--- src/rtl/bit_mon_pkg.sv ---
package bit_mon_pkg;

  // strobes from control to datapath
  typedef struct packed {
    logic cntClr;
    logic cntInc;
  } ctlStrobe_t;

  // registered condition flags from datapath to control
  typedef struct packed {
    logic errOver;
    logic sigLow;
    logic refLow;
    logic cntDone;
  } dpFlags_t;

  localparam int unsigned AMP_CH   = 3;
  localparam int unsigned CH_SIN   = 0;
  localparam int unsigned CH_COS   = 1;
  localparam int unsigned CH_REF   = 2;

endpackage

--- src/rtl/bit_mon_dp.sv ---
module bit_mon_dp
  import bit_mon_pkg::*;
#(
  parameter int unsigned ERR_W      = 18,
  parameter int unsigned AMP_W      = 12,
  parameter int unsigned ERR_LIMIT  = 100,
  parameter int unsigned AMP_MIN    = 500,
  parameter int unsigned HOLD_TICKS = 500
) (
  input  logic                    clk,
  input  logic                    rstN,
  input  logic signed [ERR_W-1:0] loopErr,
  input  logic [AMP_W-1:0]        sinAmp,
  input  logic [AMP_W-1:0]        cosAmp,
  input  logic [AMP_W-1:0]        refAmp,
  input  ctlStrobe_t              strobe,
  output dpFlags_t                flags
);

  localparam int unsigned MAG_W = ERR_W + 1;
  localparam int unsigned CNT_W = $clog2(HOLD_TICKS + 1);
  localparam logic [MAG_W-1:0] LIMIT_M = MAG_W'(ERR_LIMIT);
  localparam logic [AMP_W-1:0] AMP_TH  = AMP_W'(AMP_MIN);
  localparam logic [CNT_W-1:0] CNT_END = CNT_W'(HOLD_TICKS);

  // magnitude with one extra bit so the most negative code is exact
  logic [MAG_W-1:0] errExt;
  logic [MAG_W-1:0] errMag;
  always_comb begin
    errExt = {loopErr[ERR_W-1], loopErr};
    errMag = errExt[MAG_W-1] ? (~errExt + MAG_W'(1)) : errExt;
  end

  // per-channel low-amplitude comparators
  logic [AMP_W-1:0] ampIn [AMP_CH];
  logic [AMP_CH-1:0] ampLow;
  assign ampIn[CH_SIN] = sinAmp;
  assign ampIn[CH_COS] = cosAmp;
  assign ampIn[CH_REF] = refAmp;

  for (genvar ch = 0; ch < AMP_CH; ch++) begin : g_amp
    assign ampLow[ch] = ampIn[ch] < AMP_TH;
  end

  logic errOverQ, sigLowQ, refLowQ;
  always_ff @(posedge clk) begin
    if (!rstN) begin
      errOverQ <= 1'b0;
      sigLowQ  <= 1'b0;
      refLowQ  <= 1'b0;
    end else begin
      errOverQ <= errMag > LIMIT_M;
      sigLowQ  <= ampLow[CH_SIN] & ampLow[CH_COS];
      refLowQ  <= ampLow[CH_REF];
    end
  end

  // persistence counter, saturating at CNT_END
  logic [CNT_W-1:0] cnt;
  always_ff @(posedge clk) begin
    if (!rstN)              cnt <= '0;
    else if (strobe.cntClr) cnt <= '0;
    else if (strobe.cntInc) cnt <= cnt + CNT_W'(1);
  end

  always_comb begin
    flags.errOver = errOverQ;
    flags.sigLow  = sigLowQ;
    flags.refLow  = refLowQ;
    flags.cntDone = cnt == CNT_END;
  end

endmodule

--- src/rtl/bit_mon_ctl.sv ---
module bit_mon_ctl
  import bit_mon_pkg::*;
(
  input  logic       tick,
  input  dpFlags_t   flags,
  output ctlStrobe_t strobe,
  output logic       faultErr,
  output logic       faultSig,
  output logic       faultRef,
  output logic       bitN
);

  always_comb begin
    // any in-range sample restarts the persistence window
    strobe.cntClr = ~flags.errOver;
    strobe.cntInc = flags.errOver & tick & ~flags.cntDone;
    faultErr      = flags.errOver & flags.cntDone;
    faultSig      = flags.sigLow;
    faultRef      = flags.refLow;
    bitN          = ~(faultErr | faultSig | faultRef);
  end

endmodule

--- src/rtl/bit_mon.sv ---
module bit_mon
  import bit_mon_pkg::*;
#(
  parameter int unsigned ERR_W      = 18,
  parameter int unsigned AMP_W      = 12,
  parameter int unsigned ERR_LIMIT  = 100,
  parameter int unsigned AMP_MIN    = 500,
  parameter int unsigned HOLD_TICKS = 500
) (
  input  logic                    clk,
  input  logic                    rstN,
  input  logic                    tick,
  input  logic signed [ERR_W-1:0] loopErr,
  input  logic [AMP_W-1:0]        sinAmp,
  input  logic [AMP_W-1:0]        cosAmp,
  input  logic [AMP_W-1:0]        refAmp,
  output logic                    bitN,
  output logic                    faultErr,
  output logic                    faultSig,
  output logic                    faultRef
);

  ctlStrobe_t strobe;
  dpFlags_t   flags;

  bit_mon_dp #(
    .ERR_W(ERR_W), .AMP_W(AMP_W), .ERR_LIMIT(ERR_LIMIT),
    .AMP_MIN(AMP_MIN), .HOLD_TICKS(HOLD_TICKS)
  ) u_dp (
    .clk(clk), .rstN(rstN), .loopErr(loopErr),
    .sinAmp(sinAmp), .cosAmp(cosAmp), .refAmp(refAmp),
    .strobe(strobe), .flags(flags)
  );

  bit_mon_ctl u_ctl (
    .tick(tick), .flags(flags), .strobe(strobe),
    .faultErr(faultErr), .faultSig(faultSig), .faultRef(faultRef),
    .bitN(bitN)
  );

endmodule

--- config.mk ---
export PLATFORM = sky130hd
export DESIGN_NAME = bit_mon
export DESIGN_NICKNAME = d
export VERILOG_FILES = /design/src/rtl/bit_mon_pkg.sv /design/src/rtl/bit_mon_dp.sv /design/src/rtl/bit_mon_ctl.sv /design/src/rtl/bit_mon.sv
export SDC_FILE = /design/constraint.sdc
export NUM_CORES = 1
export LEC_CHECK = 0
export ABC_AREA = 0
export BUFFER_PORTS_ARGS = -buffer_cell sky130_fd_sc_hd__buf_2
export CAP_MARGIN = 20
export CORE_ASPECT_RATIO = 0.6
export CORE_UTILIZATION = 46
export DETAILED_ROUTE_END_ITERATION = 8
export GPL_TIMING_DRIVEN = 0
export PLACE_DENSITY = 0.85
export SYNTH_ARGS = -nofsm -noshare
export SYNTH_HDL_FRONTEND = slang
export SYNTH_SLANG_ARGS = --single-unit
--- constraint.sdc ---
create_clock -name clk -period 3.6 [get_ports clk]
set_input_delay 0.36 -clock clk [delete_from_list [all_inputs] [get_ports clk]]
set_output_delay 0.36 -clock clk [all_outputs]
set_load 0.02 [all_outputs]
==> flow_summary.json <==
{
  "status": "finished, final reports clean",
  "hp-start": "sinAmp[9]",
  "insertion_delay_ns": 0.29,
  "synth_cells": 140,
  "slew_violations": 0,
  "fill_cells": 161,
  "synthMostInstantiatedCell": "nor2_1",
  "gr-total-overflow": 0,
  "place_ws_ns": 1.13,
  "postCtsHoldBufs": 0,
  "grt_pass1_vias": 1142,
  "vias": 1301,
  "p_leak_nw": 0.582,
  "io_pins": 61,
  "syn_area_mm2": 0.00100,
  "initial_core_util_pct": 51.5,
  "grt_first_pass_wirelength_um": 4870,
  "use_met1_pct": 30.5,
  "root_buffer": "clkbuf_4",
  "critPathKind": "in -> reg",
  "grt_max_degree": 11,
  "antenna_found_initial": 0,
  "crit_cells": 9,
  "cpPeakStageDelay_ns": 0.52,
  "rows": 12,
  "power_mw": 0.304,
  "max-slew-margin-rel_pct": 50.3,
  "required_ns": 3.77,
  "ys_seq_elements": 12,
  "via_per_inst": 5.78,
  "core_mm2": 0.00195,
  "grtUsageMet3_pct": 9.52,
  "use_met2_pct": 48.9,
  "drt-wirelength-per-cell_um": 13.0,
  "dr.pass1.iters": 4,
  "finalWirelength_um": 2940,
  "area_delta_synth_final_pct": 32.6,
  "crit_slowest_cell": "or3b_2",
  "fmax_ghz": 0.453,
  "cts_tree": "built",
  "multi_input_area_um2": 731,
  "reg2reg_depth": 8,
  "htreeDepth": 1,
  "ant_nets": 0,
  "cts_setup_buffers": 0,
  "yosys.area.top_type_share_pct": 23.9,
  "ys_types": 40,
  "drive_gt1_share_pct": 31.5,
  "crit_arrival_ns": 2.38,
  "synth_edf_count": 0,
  "dieArea_mm2": 0.00238,
  "async_flop_share_pct": 0,
  "yosys_warnings": 0,
  "yosysSeqAreaShare_pct": 23.9,
  "setup_slack_ns": 1.39,
  "setup_tns_ns": 0,
  "ir_worst_vdd_mv": 0.132,
  "nets": 259,
  "whs_path_depth": 4,
  "post-route-min-period_ns": 2.21,
  "crit_chain": "buf_2, inv_1, ha_1, or3b_2, nor2_1, a31oi_1, o21ai_1, o211ai_1, o41a_1",
  "hold_viol": 0,
  "rsz0062_at_grt": "false",
  "drt_iter0_drc": 85,
  "r2r-start": "u_dp.cnt[0]",
  "clock-skew-final_ns": 0.00240,
  "tightestPinTransition_ns": 0.739,
  "p_per_area_mw_per_mm2": 228,
  "synthTopCellsByArea": "dfxtp_1 24%, nor2_1 9.0%, nand2_1 4.5%",
  "start_kind": "primary input",
  "routabilityCongestion": 0.867,
  "worst-path-buf-inv": 2,
  "synth_top_cell_by_area": "dfxtp_1",
  "synth.top_cells.by_count": "24 x nor2_1, 12 x dfxtp_1, 12 x nand2_1",
  "finalSetupViolCount": 0,
  "fin_util_pct": 68.3,
  "syn_area_per_cell_um2": 7.18,
  "synth_flop_cell": "dfxtp_1",
  "holdWs_ns": 0.332,
  "post-route-period-util_pct": 61.3,
  "worstHoldEndpoint": "u_dp.sigLowQ",
  "ctsResizeCount": 0,
  "seq_area_um2": 240,
  "clockBufferDepth": 2,
  "synth_fp_nets": 200,
  "drc": 0,
  "antennaDiodeCount": 0,
  "hpwl_um": 2440,
  "track_usage_pct": 27.6,
  "hold_path_class": "in -> reg",
  "cp_max_fo": 6,
  "r2r_setup_slack_ns": 2.08,
  "maxCapViolCount": 0,
  "grt.busiest_layer": "met2",
  "cts_sinks": 12,
  "die_w_um": 62.3,
  "cts.clk_slew.worst_paths_ns": 0.07,
  "end_kind": "flip-flop",
  "portBuffers": 54,
  "crit_family": "compound AO/OA/AOI/OAI gates",
  "die_y_um": 38.2,
  "r2r-end": "u_dp.cnt[3]",
  "cts_buffers": 3
}
[tightest hold or removal path, stage by stage]
cell	delay (ns)
buf_2	0.08
nor4_1	0.04
o21ai_0	0.06
nor2_1	0.04
[cell usage in the layout, fill, tap and decap left out, types with 3 or more instances in the layout]
cell      netlist  final
and3_1          6      6
nor3_1          4      4
inv_1           8      8
nor2_1         24     24
nor4_1          4      4
nand2_1        12     12
clkbuf_4        0      3
dfxtp_1        12     12
a21oi_1         8      8
xnor2_1         5      5
o21ai_0         7      7
xor2_1          5      5
nand4_1         4      4
nand3_1         4      4
buf_2           0     54
ha_1            3      3
[stage by stage]
| stage | cell area (um2) | instances |
|---|---|---|
| final | 1330 | 225 |
| after floorplan | 1000 | 140 |
| after detailed placement | 1310 | 222 |
| after global placement | 1310 | 222 |
| after global routing | 1330 | 225 |
| after CTS | 1330 | 225 |
[registers in the layout, summed over array words and instances (netlist names)]
signal and count:
u_dp.errOverQ 1, u_dp.cnt 9, u_dp.sigLowQ 1, u_dp.refLowQ 1
[report_power, final]
| part | switching, mW | internal [mW] |
|---|---|---|
| combinational | 0.0429 | 0.0388 |
| clock | 0.0475 | 0.0390 |
| sequential | 0.00123 | 0.134 |
[kinds of logic (layout without fill, tap and decap cells)]
kind of cell	after synthesis	in the layout	share of synthesized area, %
multiplexers	2	2	1.99
AND/OR/NAND/NOR	72	72	37.7
AO/OA/AOI/OAI	32	32	20.5
flip-flops	12	12	23.9
buffers and inverters	9	66	3.36
adder cells (fa/ha/maj)	3	3	3.74
XOR/XNOR	10	10	8.72
[per-layer routing]
| metal | wire (um) | vias up |
|---|---|---|
| li1 | - | 631 |
| met1 | 1200 | 581 |
| met2 | 1320 | 84 |
| met3 | 361 | 5 |
| met4 | 53 | 0 |
| met5 | 0 | - |
[how the worst max path moves through the flow]
stage	from	slack (ns)	endpoint
final	loopErr[0]	1.39	u_dp.errOverQ
after detailed placement	loopErr[0]	1.13	u_dp.errOverQ
after floorplan	loopErr[0]	1.52	u_dp.errOverQ
after global placement	loopErr[0]	1.23	u_dp.errOverQ
after CTS	loopErr[0]	1.42	u_dp.errOverQ
after global routing	loopErr[0]	1.31	u_dp.errOverQ
[layout make-up]
type,count,area share [%]
Inverter,8,2.25
Sequential cell,12,18.0
Buffer,1,0.282
Clock buffer,3,1.69
Multi-Input combinational cell,119,54.8
Timing Repair Buffer,54,20.3
Tap cell,28,2.63
Note: power is estimated with default switching activity, not from simulation.
